===== config.mk =====
export PLATFORM = sky130hd
export DESIGN_NAME = fskd_demod
export DESIGN_NICKNAME = d
export VERILOG_FILES = /design/src/rtl/fskd_pkg.sv /design/src/rtl/fskd_tone_det.sv /design/src/rtl/fskd_amp_win.sv /design/src/rtl/fskd_cd_qual.sv /design/src/rtl/fskd_demod.sv
export SDC_FILE = /design/constraint.sdc
export NUM_CORES = 1
export LEC_CHECK = 0
export BUFFER_PORTS_ARGS = -buffer_cell sky130_fd_sc_hd__buf_2
export CELL_PAD_IN_SITES_DETAIL_PLACEMENT = 1
export CELL_PAD_IN_SITES_GLOBAL_PLACEMENT = 1
export CORE_MARGIN = 10
export CORE_UTILIZATION = 25
export CTS_CLUSTER_SIZE = 12
export DETAILED_ROUTE_END_ITERATION = 7
export GPL_ROUTABILITY_DRIVEN = 0
export PLACE_DENSITY = 0.52
export SLEW_MARGIN = 20
export SYNTH_ARGS = -nofsm -noshare
export SYNTH_HDL_FRONTEND = slang
export SYNTH_HIERARCHICAL = 1
export SYNTH_SLANG_ARGS = --single-unit

===== constraint.sdc =====
create_clock -name clk -period 9.55 [get_ports clk]
set_clock_uncertainty 0.15 [all_clocks]
set_input_delay 0.955 -clock clk [delete_from_list [all_inputs] [get_ports clk]]
set_output_delay 0.955 -clock clk [all_outputs]
set_load 0.05 [all_outputs]

===== src/rtl/fskd_pkg.sv =====
package fskd_pkg;

  typedef enum logic {
    CD_OFF = 1'b0,
    CD_ON  = 1'b1
  } cd_state_e;

  // Midpoint between the two tone half-periods, in samples.
  // Sample rate = spb * baud; half period of tone f = rate / (2 f).
  function automatic int half_mid_samples(input int spb, input int baud,
                                          input int mark, input int space);
    return (spb * baud * (mark + space)) / (4 * mark * space);
  endfunction

endpackage


===== src/rtl/fskd_tone_det.sv =====
module fskd_tone_det #(
  parameter int HALF_MID = 9,
  parameter int CNT_W    = 6
) (
  input  logic clk,
  input  logic rst_n,
  input  logic en,
  input  logic smp_vld,
  input  logic smp_sign,
  output logic tone_bit
);

  localparam logic [CNT_W-1:0] MID_C = CNT_W'(HALF_MID);

  logic             sign_q, sign_d;
  logic             have_q, have_d;
  logic             seen_q, seen_d;
  logic [CNT_W-1:0] cnt_q,  cnt_d;
  logic             bit_q,  bit_d;

  always_comb begin
    sign_d = sign_q;
    have_d = have_q;
    seen_d = seen_q;
    cnt_d  = cnt_q;
    bit_d  = bit_q;
    if (!en) begin
      sign_d = 1'b0;
      have_d = 1'b0;
      seen_d = 1'b0;
      cnt_d  = '0;
      bit_d  = 1'b1;
    end else if (smp_vld) begin
      if (!have_q) begin
        sign_d = smp_sign;
        have_d = 1'b1;
      end else if (smp_sign != sign_q) begin
        if (seen_q) begin
          bit_d = (cnt_q > MID_C);
        end
        seen_d = 1'b1;
        cnt_d  = {{(CNT_W-1){1'b0}}, 1'b1};
        sign_d = smp_sign;
      end else if (cnt_q != '1) begin
        cnt_d = cnt_q + 1'b1;
      end
    end
  end

  always_ff @(posedge clk or negedge rst_n) begin
    if (!rst_n) begin
      sign_q <= 1'b0;
      have_q <= 1'b0;
      seen_q <= 1'b0;
      cnt_q  <= '0;
      bit_q  <= 1'b1;
    end else begin
      sign_q <= sign_d;
      have_q <= have_d;
      seen_q <= seen_d;
      cnt_q  <= cnt_d;
      bit_q  <= bit_d;
    end
  end

  assign tone_bit = bit_q;

endmodule


===== src/rtl/fskd_amp_win.sv =====
module fskd_amp_win #(
  parameter int SMP_W = 12,
  parameter int SPB   = 24,
  parameter int POS_W = 5
) (
  input  logic                    clk,
  input  logic                    rst_n,
  input  logic                    en,
  input  logic                    smp_vld,
  input  logic signed [SMP_W-1:0] smp,
  input  logic        [SMP_W:0]   thr,
  output logic                    win_done,
  output logic                    win_above
);

  localparam logic signed [SMP_W-1:0] S_MAX = {1'b0, {(SMP_W-1){1'b1}}};
  localparam logic signed [SMP_W-1:0] S_MIN = {1'b1, {(SMP_W-1){1'b0}}};
  localparam logic [POS_W-1:0]        LAST  = POS_W'(SPB - 1);

  logic        [POS_W-1:0] pos_q, pos_d;
  logic signed [SMP_W-1:0] hi_q, hi_d, lo_q, lo_d;
  logic signed [SMP_W-1:0] hi_n, lo_n;
  logic        [SMP_W:0]   span;
  logic                    at_last;

  // Running extremes including the current sample.
  always_comb begin
    hi_n    = (smp > hi_q) ? smp : hi_q;
    lo_n    = (smp < lo_q) ? smp : lo_q;
    span    = {hi_n[SMP_W-1], hi_n} - {lo_n[SMP_W-1], lo_n};
    at_last = (pos_q == LAST);
  end

  assign win_done  = en & smp_vld & at_last;
  assign win_above = (span >= thr);

  always_comb begin
    pos_d = pos_q;
    hi_d  = hi_q;
    lo_d  = lo_q;
    if (!en) begin
      pos_d = '0;
      hi_d  = S_MIN;
      lo_d  = S_MAX;
    end else if (smp_vld) begin
      if (at_last) begin
        pos_d = '0;
        hi_d  = S_MIN;
        lo_d  = S_MAX;
      end else begin
        pos_d = pos_q + 1'b1;
        hi_d  = hi_n;
        lo_d  = lo_n;
      end
    end
  end

  always_ff @(posedge clk or negedge rst_n) begin
    if (!rst_n) begin
      pos_q <= '0;
      hi_q  <= S_MIN;
      lo_q  <= S_MAX;
    end else begin
      pos_q <= pos_d;
      hi_q  <= hi_d;
      lo_q  <= lo_d;
    end
  end

endmodule


===== src/rtl/fskd_cd_qual.sv =====
module fskd_cd_qual
  import fskd_pkg::*;
#(
  parameter int QUAL  = 4,
  parameter int RUN_W = 3
) (
  input  logic clk,
  input  logic rst_n,
  input  logic en,
  input  logic win_done,
  input  logic win_above,
  output logic cd_on
);

  localparam logic [RUN_W-1:0] LAST_RUN = RUN_W'(QUAL - 1);

  cd_state_e        state_q, state_d;
  logic [RUN_W-1:0] run_q,   run_d;
  logic             disagree;

  assign disagree = (win_above != (state_q == CD_ON));

  always_comb begin
    state_d = state_q;
    run_d   = run_q;
    if (!en) begin
      state_d = CD_OFF;
      run_d   = '0;
    end else if (win_done) begin
      if (disagree) begin
        if (run_q == LAST_RUN) begin
          state_d = (state_q == CD_ON) ? CD_OFF : CD_ON;
          run_d   = '0;
        end else begin
          run_d = run_q + 1'b1;
        end
      end else begin
        run_d = '0;
      end
    end
  end

  always_ff @(posedge clk or negedge rst_n) begin
    if (!rst_n) begin
      state_q <= CD_OFF;
      run_q   <= '0;
    end else begin
      state_q <= state_d;
      run_q   <= run_d;
    end
  end

  assign cd_on = (state_q == CD_ON);

endmodule


===== src/rtl/fskd_demod.sv =====
module fskd_demod
  import fskd_pkg::*;
#(
  parameter int SMP_W     = 12,
  parameter int SPB       = 24,
  parameter int BAUD_HZ   = 1200,
  parameter int MARK_HZ   = 1200,
  parameter int SPACE_HZ  = 2200,
  parameter int QUAL_BITS = 4
) (
  input  logic                    clk,
  input  logic                    rst_n,
  input  logic                    smp_vld,
  input  logic signed [SMP_W-1:0] smp_data,
  input  logic        [SMP_W:0]   amp_thr,
  input  logic                    rts,
  input  logic                    duplex,
  output logic                    rx_data,
  output logic                    carrier_det
);

  localparam int HALF_MID = half_mid_samples(SPB, BAUD_HZ, MARK_HZ, SPACE_HZ);
  localparam int POS_W    = (SPB > 1) ? $clog2(SPB) : 1;
  localparam int CNT_W    = $clog2(SPB + 1) + 1;
  localparam int RUN_W    = $clog2(QUAL_BITS + 1);

  logic rx_en;
  logic tone_bit;
  logic win_done;
  logic win_above;
  logic cd_on;

  assign rx_en = rts | duplex;

  fskd_tone_det #(
    .HALF_MID (HALF_MID),
    .CNT_W    (CNT_W)
  ) tone_i (
    .clk      (clk),
    .rst_n    (rst_n),
    .en       (rx_en),
    .smp_vld  (smp_vld),
    .smp_sign (smp_data[SMP_W-1]),
    .tone_bit (tone_bit)
  );

  fskd_amp_win #(
    .SMP_W (SMP_W),
    .SPB   (SPB),
    .POS_W (POS_W)
  ) win_i (
    .clk       (clk),
    .rst_n     (rst_n),
    .en        (rx_en),
    .smp_vld   (smp_vld),
    .smp       (smp_data),
    .thr       (amp_thr),
    .win_done  (win_done),
    .win_above (win_above)
  );

  fskd_cd_qual #(
    .QUAL  (QUAL_BITS),
    .RUN_W (RUN_W)
  ) qual_i (
    .clk       (clk),
    .rst_n     (rst_n),
    .en        (rx_en),
    .win_done  (win_done),
    .win_above (win_above),
    .cd_on     (cd_on)
  );

  assign carrier_det = cd_on;
  assign rx_data     = cd_on ? tone_bit : 1'b1;

endmodule


[Yosys cells after proc, flatten, opt, wreduce, memory -nomap -nowiden]
Index checks and enable logic that the tools add are counted.
Operators by class
  add/sub/neg operators: 4
  multiply operators: 0
  div/mod/pow operators: 0
  magnitude comparators: 4
  equal/unequal tests: 14
  shifts and indexed selects: 0
  muxes and demuxes: 41
  bitwise logic cells: 3
  reduce and logical (&&, ||, !) cells: 5
Operator list (number)
  12-bit two-way mux: 8
  6-bit two-way mux: 5
  1-bit two-way mux: 21
  5-bit two-way mux: 3
  2-bit != test (second input constant): 7
  13-bit greater-or-equal comparator: 1
  12-bit by 12-bit subtractor with 13-bit output: 1
  12-bit greater-than comparator: 1
  12-bit less-than comparator: 1
  3-bit two-way mux: 4
  3-bit AND reduction: 3
  6-bit by 1-bit adder with 6-bit output (second input constant): 1
  6-bit by 4-bit greater-than comparator with 1-bit output (second input constant): 1
  3-bit != test (second input constant): 2
  6-bit != test (second input constant): 1
  5-bit by 1-bit adder with 5-bit output (second input constant): 1
  5-bit equality test (second input constant): 1
  4-bit AND reduction: 1
  3-bit by 1-bit adder with 3-bit output (second input constant): 1
  3-bit by 2-bit equality test with 1-bit output (second input constant): 1
  1-bit bitwise AND: 2
  1-bit != test: 2
  2-bit AND reduction: 1
  1-bit OR: 1
Word-level totals
  flip-flop bits (word level): 43
  latch bits: 0
  memory bits (writable): 0
  ROM bits: 0
  input port bits: 30
  logic and storage cells: 81
  memories kept: 0

[Depth between registers and ports, before layout]
  depth after elaboration: 8
  gate-level depth with buffers: 27
  gate-level depth less buffers: 26

[Hierarchy]
Netlist, hierarchy kept.
Modules (own cells, without submodules)
  fskd_amp_win: instances 1, cells an instance 319, area an instance 2942.8 µm², sequential area each 740.7 µm²
  fskd_tone_det: instances 1, cells an instance 60, area an instance 598.1 µm², sequential area each 251.5 µm²
  fskd_cd_qual: instances 1, cells an instance 19, area an instance 205.2 µm², sequential area each 100.1 µm²
  fskd_demod: instances 1, cells an instance 2, area an instance 12.5 µm², sequential area each 0.0 µm²

[Worst setup path before layout]
Ideal clock, no wire load.
  path type: input-to-reg
  from: input smp_data[11]
  to: register qual_i.run_q[0]
  setup time: 65 ps
  arrival: 5750 ps
  slack: 3585 ps
  stages on the path: 26
  path through: ha_1 > and4_4 > and2_4 > a21boi_4 > or3_4 > nand2_2 > buf_8 > mux2i_1 > ha_1 > inv_1 > fa_1 > a211oi_1 > nor2_1 > o31a_1 > o21a_1 > nor2_1 > xnor2_1 > ha_1 > a21oi_1 > o21ai_0 > a221oi_1 > o21ai_0 > a21o_1 > xnor2_1 > nor4b_1 > o21a_1
On the way
  longest elaborated chain between the ends: 8
  elaborated cells between the ends (all ways): 10
  classes of those cells: add/sub (1); order compare (3); eq/ne (1); mux (5)
RTL lines
  start: declaration: RTL line fskd_demod.sv:14  | input logic signed [SMP_W-1:0] smp_data,
  12-bit greater-than comparator or 12-bit less-than comparator (tied branches): RTL line fskd_amp_win.sv:28, fskd_amp_win.sv:29
  12-bit two-way mux, on equally long branches: RTL line fskd_amp_win.sv:28, fskd_amp_win.sv:29
  12-bit by 12-bit subtractor with 13-bit output (*): RTL line fskd_amp_win.sv:30  | span = {hi_n[SMP_W-1], hi_n} - {lo_n[SMP_W-1], lo_n};
  13-bit greater-or-equal comparator (*): RTL line fskd_amp_win.sv:35  | assign win_above = (span >= thr);
  net win_above: RTL line fskd_demod.sv:30  | logic win_above;
  1-bit != test (*): RTL line fskd_cd_qual.sv:21  | assign disagree = (win_above != (state_q == CD_ON));
  3-bit two-way mux (*): RTL line fskd_cd_qual.sv:30  | if (disagree) begin
  3-bit two-way mux (*): RTL line fskd_cd_qual.sv:29  | end else if (win_done) begin
  3-bit two-way mux (*): RTL line fskd_cd_qual.sv:26  | if (!en) begin
  end signal: assignment: RTL line fskd_cd_qual.sv:49  | run_q <= run_d;
  end: declaration: RTL line fskd_cd_qual.sv:18  | logic [RUN_W-1:0] run_q, run_d;
Mark *: on every way through the listed nets, which the timed path passes. The rest lies on a longest branch. The select of a mux whose other input is x is not followed.
A chain may end at the register's enable or synchronous reset.

[Final worst setup path]
Same ends and word-level chain as after synthesis.

==> results.ini <==
[placed_design]
dp_slack_ps = 2790
placed_area_um2 = 4100
hpwl_um = 7870
io_buffers = 31

[synthesis]
ys_ff_latch = 43
synth_flop_cell = dfrtp_1
synth_cells = 400
yosysWarnings = 6
synth-edff-count = 0
ys_async_sr_fraction_pct = 100
synthesis.nets = 484
synth_area_per_cell_um2 = 9.40
yosysUniqueCellTypes = 66
syn-cell-area_um2 = 3760
synth.yosys.seq_area_share_pct = 29.1

[power_and_ir_drop]
irDropWorstVdd_v = 0.0000933
power_mw = 1.12
p_leak_nw = 2.08
power_density_nw_per_um2 = 264

[cts]
cts_root_buf = clkbuf_16
cts_sinks = 43
clock_latency_ps = 290
htree_levels = 2
postCtsHoldBufs = 0
cts_resized = 0
post-cts-setup-buffers = 0
clk_path_buf_depth = 2
cts_buffers = 5
cts_tree = done
clk_pin_slew_ps = 70

[global_routing]
gr-total-overflow = 0
groute.usage.overall_pct = 10.2
antenna_found_initial = 0
grt_pass1_vias = 3241
grt_pass1_wl_um = 16800
grt_max_degree = 44

[critical_path]
cp_max_fo = 12
crit_path_top_delay_cell = or3_4
worstSetupPathType = in -> reg
worst_setup_path_end_kind = flop
cp_num_buf_inv = 2
critPathArrivalTime_ps = 6520
cp.required_ps = 9630
cp_common_cell = ha_1
crit_path_max_incr_delay_ps = 420
cp_top_family = compound AO/OA/AOI/OAI gates
start_kind = primary input

[cells_and_area]
nNetsFinal = 516
multiInputGateArea_um2 = 2400
num_antenna_cells = 0
area_delta_synth_final_pct = 12.9
regArea_um2 = 1090
layout-drive-gt1-share_pct = 15.7
fillers = 1730
final_util_pct = 29.0
fin_area_um2 = 4240

[floorplan]
io_pins = 32
design.die.area_um2 = 20300
coreArea_um2 = 14600
start_util_pct = 25.7
rows = 44
die_width_um = 143
die_y_um = 143

[route]
drcViolationCount = 0
ant_nets = 0
firstDrtPassIters = 4
drtIter0Drc = 87
drt-total-wl_um = 9950
viasPerCell = 4.88
vias = 3008
wire_per_inst_um = 16.1

[timing]
final_max_slew_viol_count = 0
final_hold_viol_count = 0
tightest_slew_ps = 778
worst_slack_ps = 3110
slew_headroom_pct = 48.2
fin_crit_sh_pct = 67.4
setup_viol = 0
rsz0062_at_grt = false
fin_crit_ps = 6440
finalSetupTns_ps = 0
fmax_mhz = 155

[run]
drv_cap = 0

[worst_hold_path]
hp-class = reg -> reg

[run_status]
status = finished clean

## final cells by class
cell class / count / share of cell area (%)
flip-flops and latches: 43 / 25.7
clock inverters: 2 / 0.295
multi-input cells: 294 / 56.6
inverters: 55 / 4.87
clock buffers: 6 / 3.04
repair buffers: 33 / 4.07
well taps: 184 / 5.43
## per-layer routing
metal  wire length (um)  global-route usage (%)  vias to the layer above
met5                  0                       0                        -
met1               4770                    13.3                     1451
met2               4690                    17.0                       38
li1                   -                       -                     1514
met4                 85                    1.95                        0
met3                409                    1.99                        5
## cell families after synthesis
| kind of cell | share of synthesized area (%) |
|---|---|
| simple gates | 14.9 |
| buf+inv | 7.09 |
| mux | 7.46 |
| compound gates | 20.4 |
| flops | 29.1 |
| xor+xnor | 2.83 |
| fa+ha+maj | 18.2 |
## where the power goes
part / total (mW) / internal [mW] / switching (mW)
logic: 0.702 / 0.309 / 0.392
registers: 0.248 / 0.226 / 0.0223
clock network: 0.171 / 0.0967 / 0.0739
## state kept, by name, summed over array words and instances, names as in the netlist
name             flops
win_i/hi_q          12
win_i/lo_q          12
tone_i/cnt_q         6
win_i/pos_q          5
qual_i/run_q         3
qual_i/cd_on         1
tone_i/have_q        1
tone_i/seen_q        1
tone_i/sign_q        1
tone_i/tone_bit      1
## worst paths after layout
path	cells past startpoint	slack (ps)	start	endpoint
worst max-delay path	26	3110	smp_data[11]	qual_i/run_q[0]
worst min-delay path	1	330	tone_i/seen_q	tone_i/seen_q
worst max register to register	26	3420	win_i/hi_q[11]	qual_i/run_q[0]
worst min register to register	1	330	tone_i/seen_q	tone_i/seen_q
max in group asynchronous	1	8310	rst_n	win_i/hi_q[1]
min in group asynchronous	1	520	rst_n	tone_i/cnt_q[5]
## Yosys cell counts, drive strengths merged (4+ instances only)
cell type | n | share of area, %
and2 | 6 | 1.1
a31oi | 4 | 1.1
a21oi | 16 | 2.2
a211oi | 5 | 1.0
nand2b | 4 | 0.67
nand2 | 24 | 2.5
nor3 | 4 | 0.53
o22a | 11 | 2.6
o211ai | 5 | 1.1
o32ai | 11 | 2.6
xnor2 | 6 | 1.9
o21ai | 11 | 1.5
and4 | 4 | 1.0
nand4 | 4 | 0.67
o21a | 6 | 1.2
nor2b | 10 | 1.7
xor2 | 4 | 0.93
and3 | 6 | 1.0
mux2i | 28 | 7.5
inv | 55 | 5.5
dfstp | 13 | 9.1
o31ai | 4 | 0.80
ha | 53 | 18
dfrtp | 30 | 20
nand3 | 8 | 1.1
a21o | 5 | 1.0
nor2 | 22 | 2.2
buf | 6 | 1.4
## metrics by stage
step,hold WS (ps),instances
final,333,617
after floorplan,304,400
after global routing,367,617
after global placement,321,609
after CTS,340,617
after detailed placement,325,609
## cells in the final DEF, fill, tap and decap left out, types with 2 or more instances in the layout
| cell | n |
|---|---|
| a21o_1 | 5 |
| dfrtp_1 | 30 |
| o21a_1 | 6 |
| nand4_1 | 4 |
| nand2_2 | 2 |
| clkbuf_16 | 5 |
| o22a_1 | 11 |
| inv_1 | 55 |
| and2_1 | 5 |
| nor2_1 | 22 |
| xor2_1 | 4 |
| o31ai_1 | 4 |
| o32ai_1 | 11 |
| a211oi_1 | 5 |
| and3_1 | 6 |
| a31oi_1 | 3 |
| o32a_1 | 2 |
| o211ai_1 | 4 |
| dfstp_2 | 13 |
| mux2i_1 | 28 |
| a21oi_1 | 15 |
| nand2_1 | 22 |
| and4_1 | 3 |
| nor3b_1 | 2 |
| nor2b_1 | 10 |
| nand2b_1 | 4 |
| xnor2_1 | 5 |
| nand3_1 | 8 |
| o31a_1 | 3 |
| o21ai_0 | 11 |
| buf_4 | 3 |
| o22ai_1 | 3 |
| ha_1 | 53 |
| buf_2 | 30 |
| nor3_1 | 4 |
| o221a_1 | 2 |
Power figures use the tool's default switching activity.
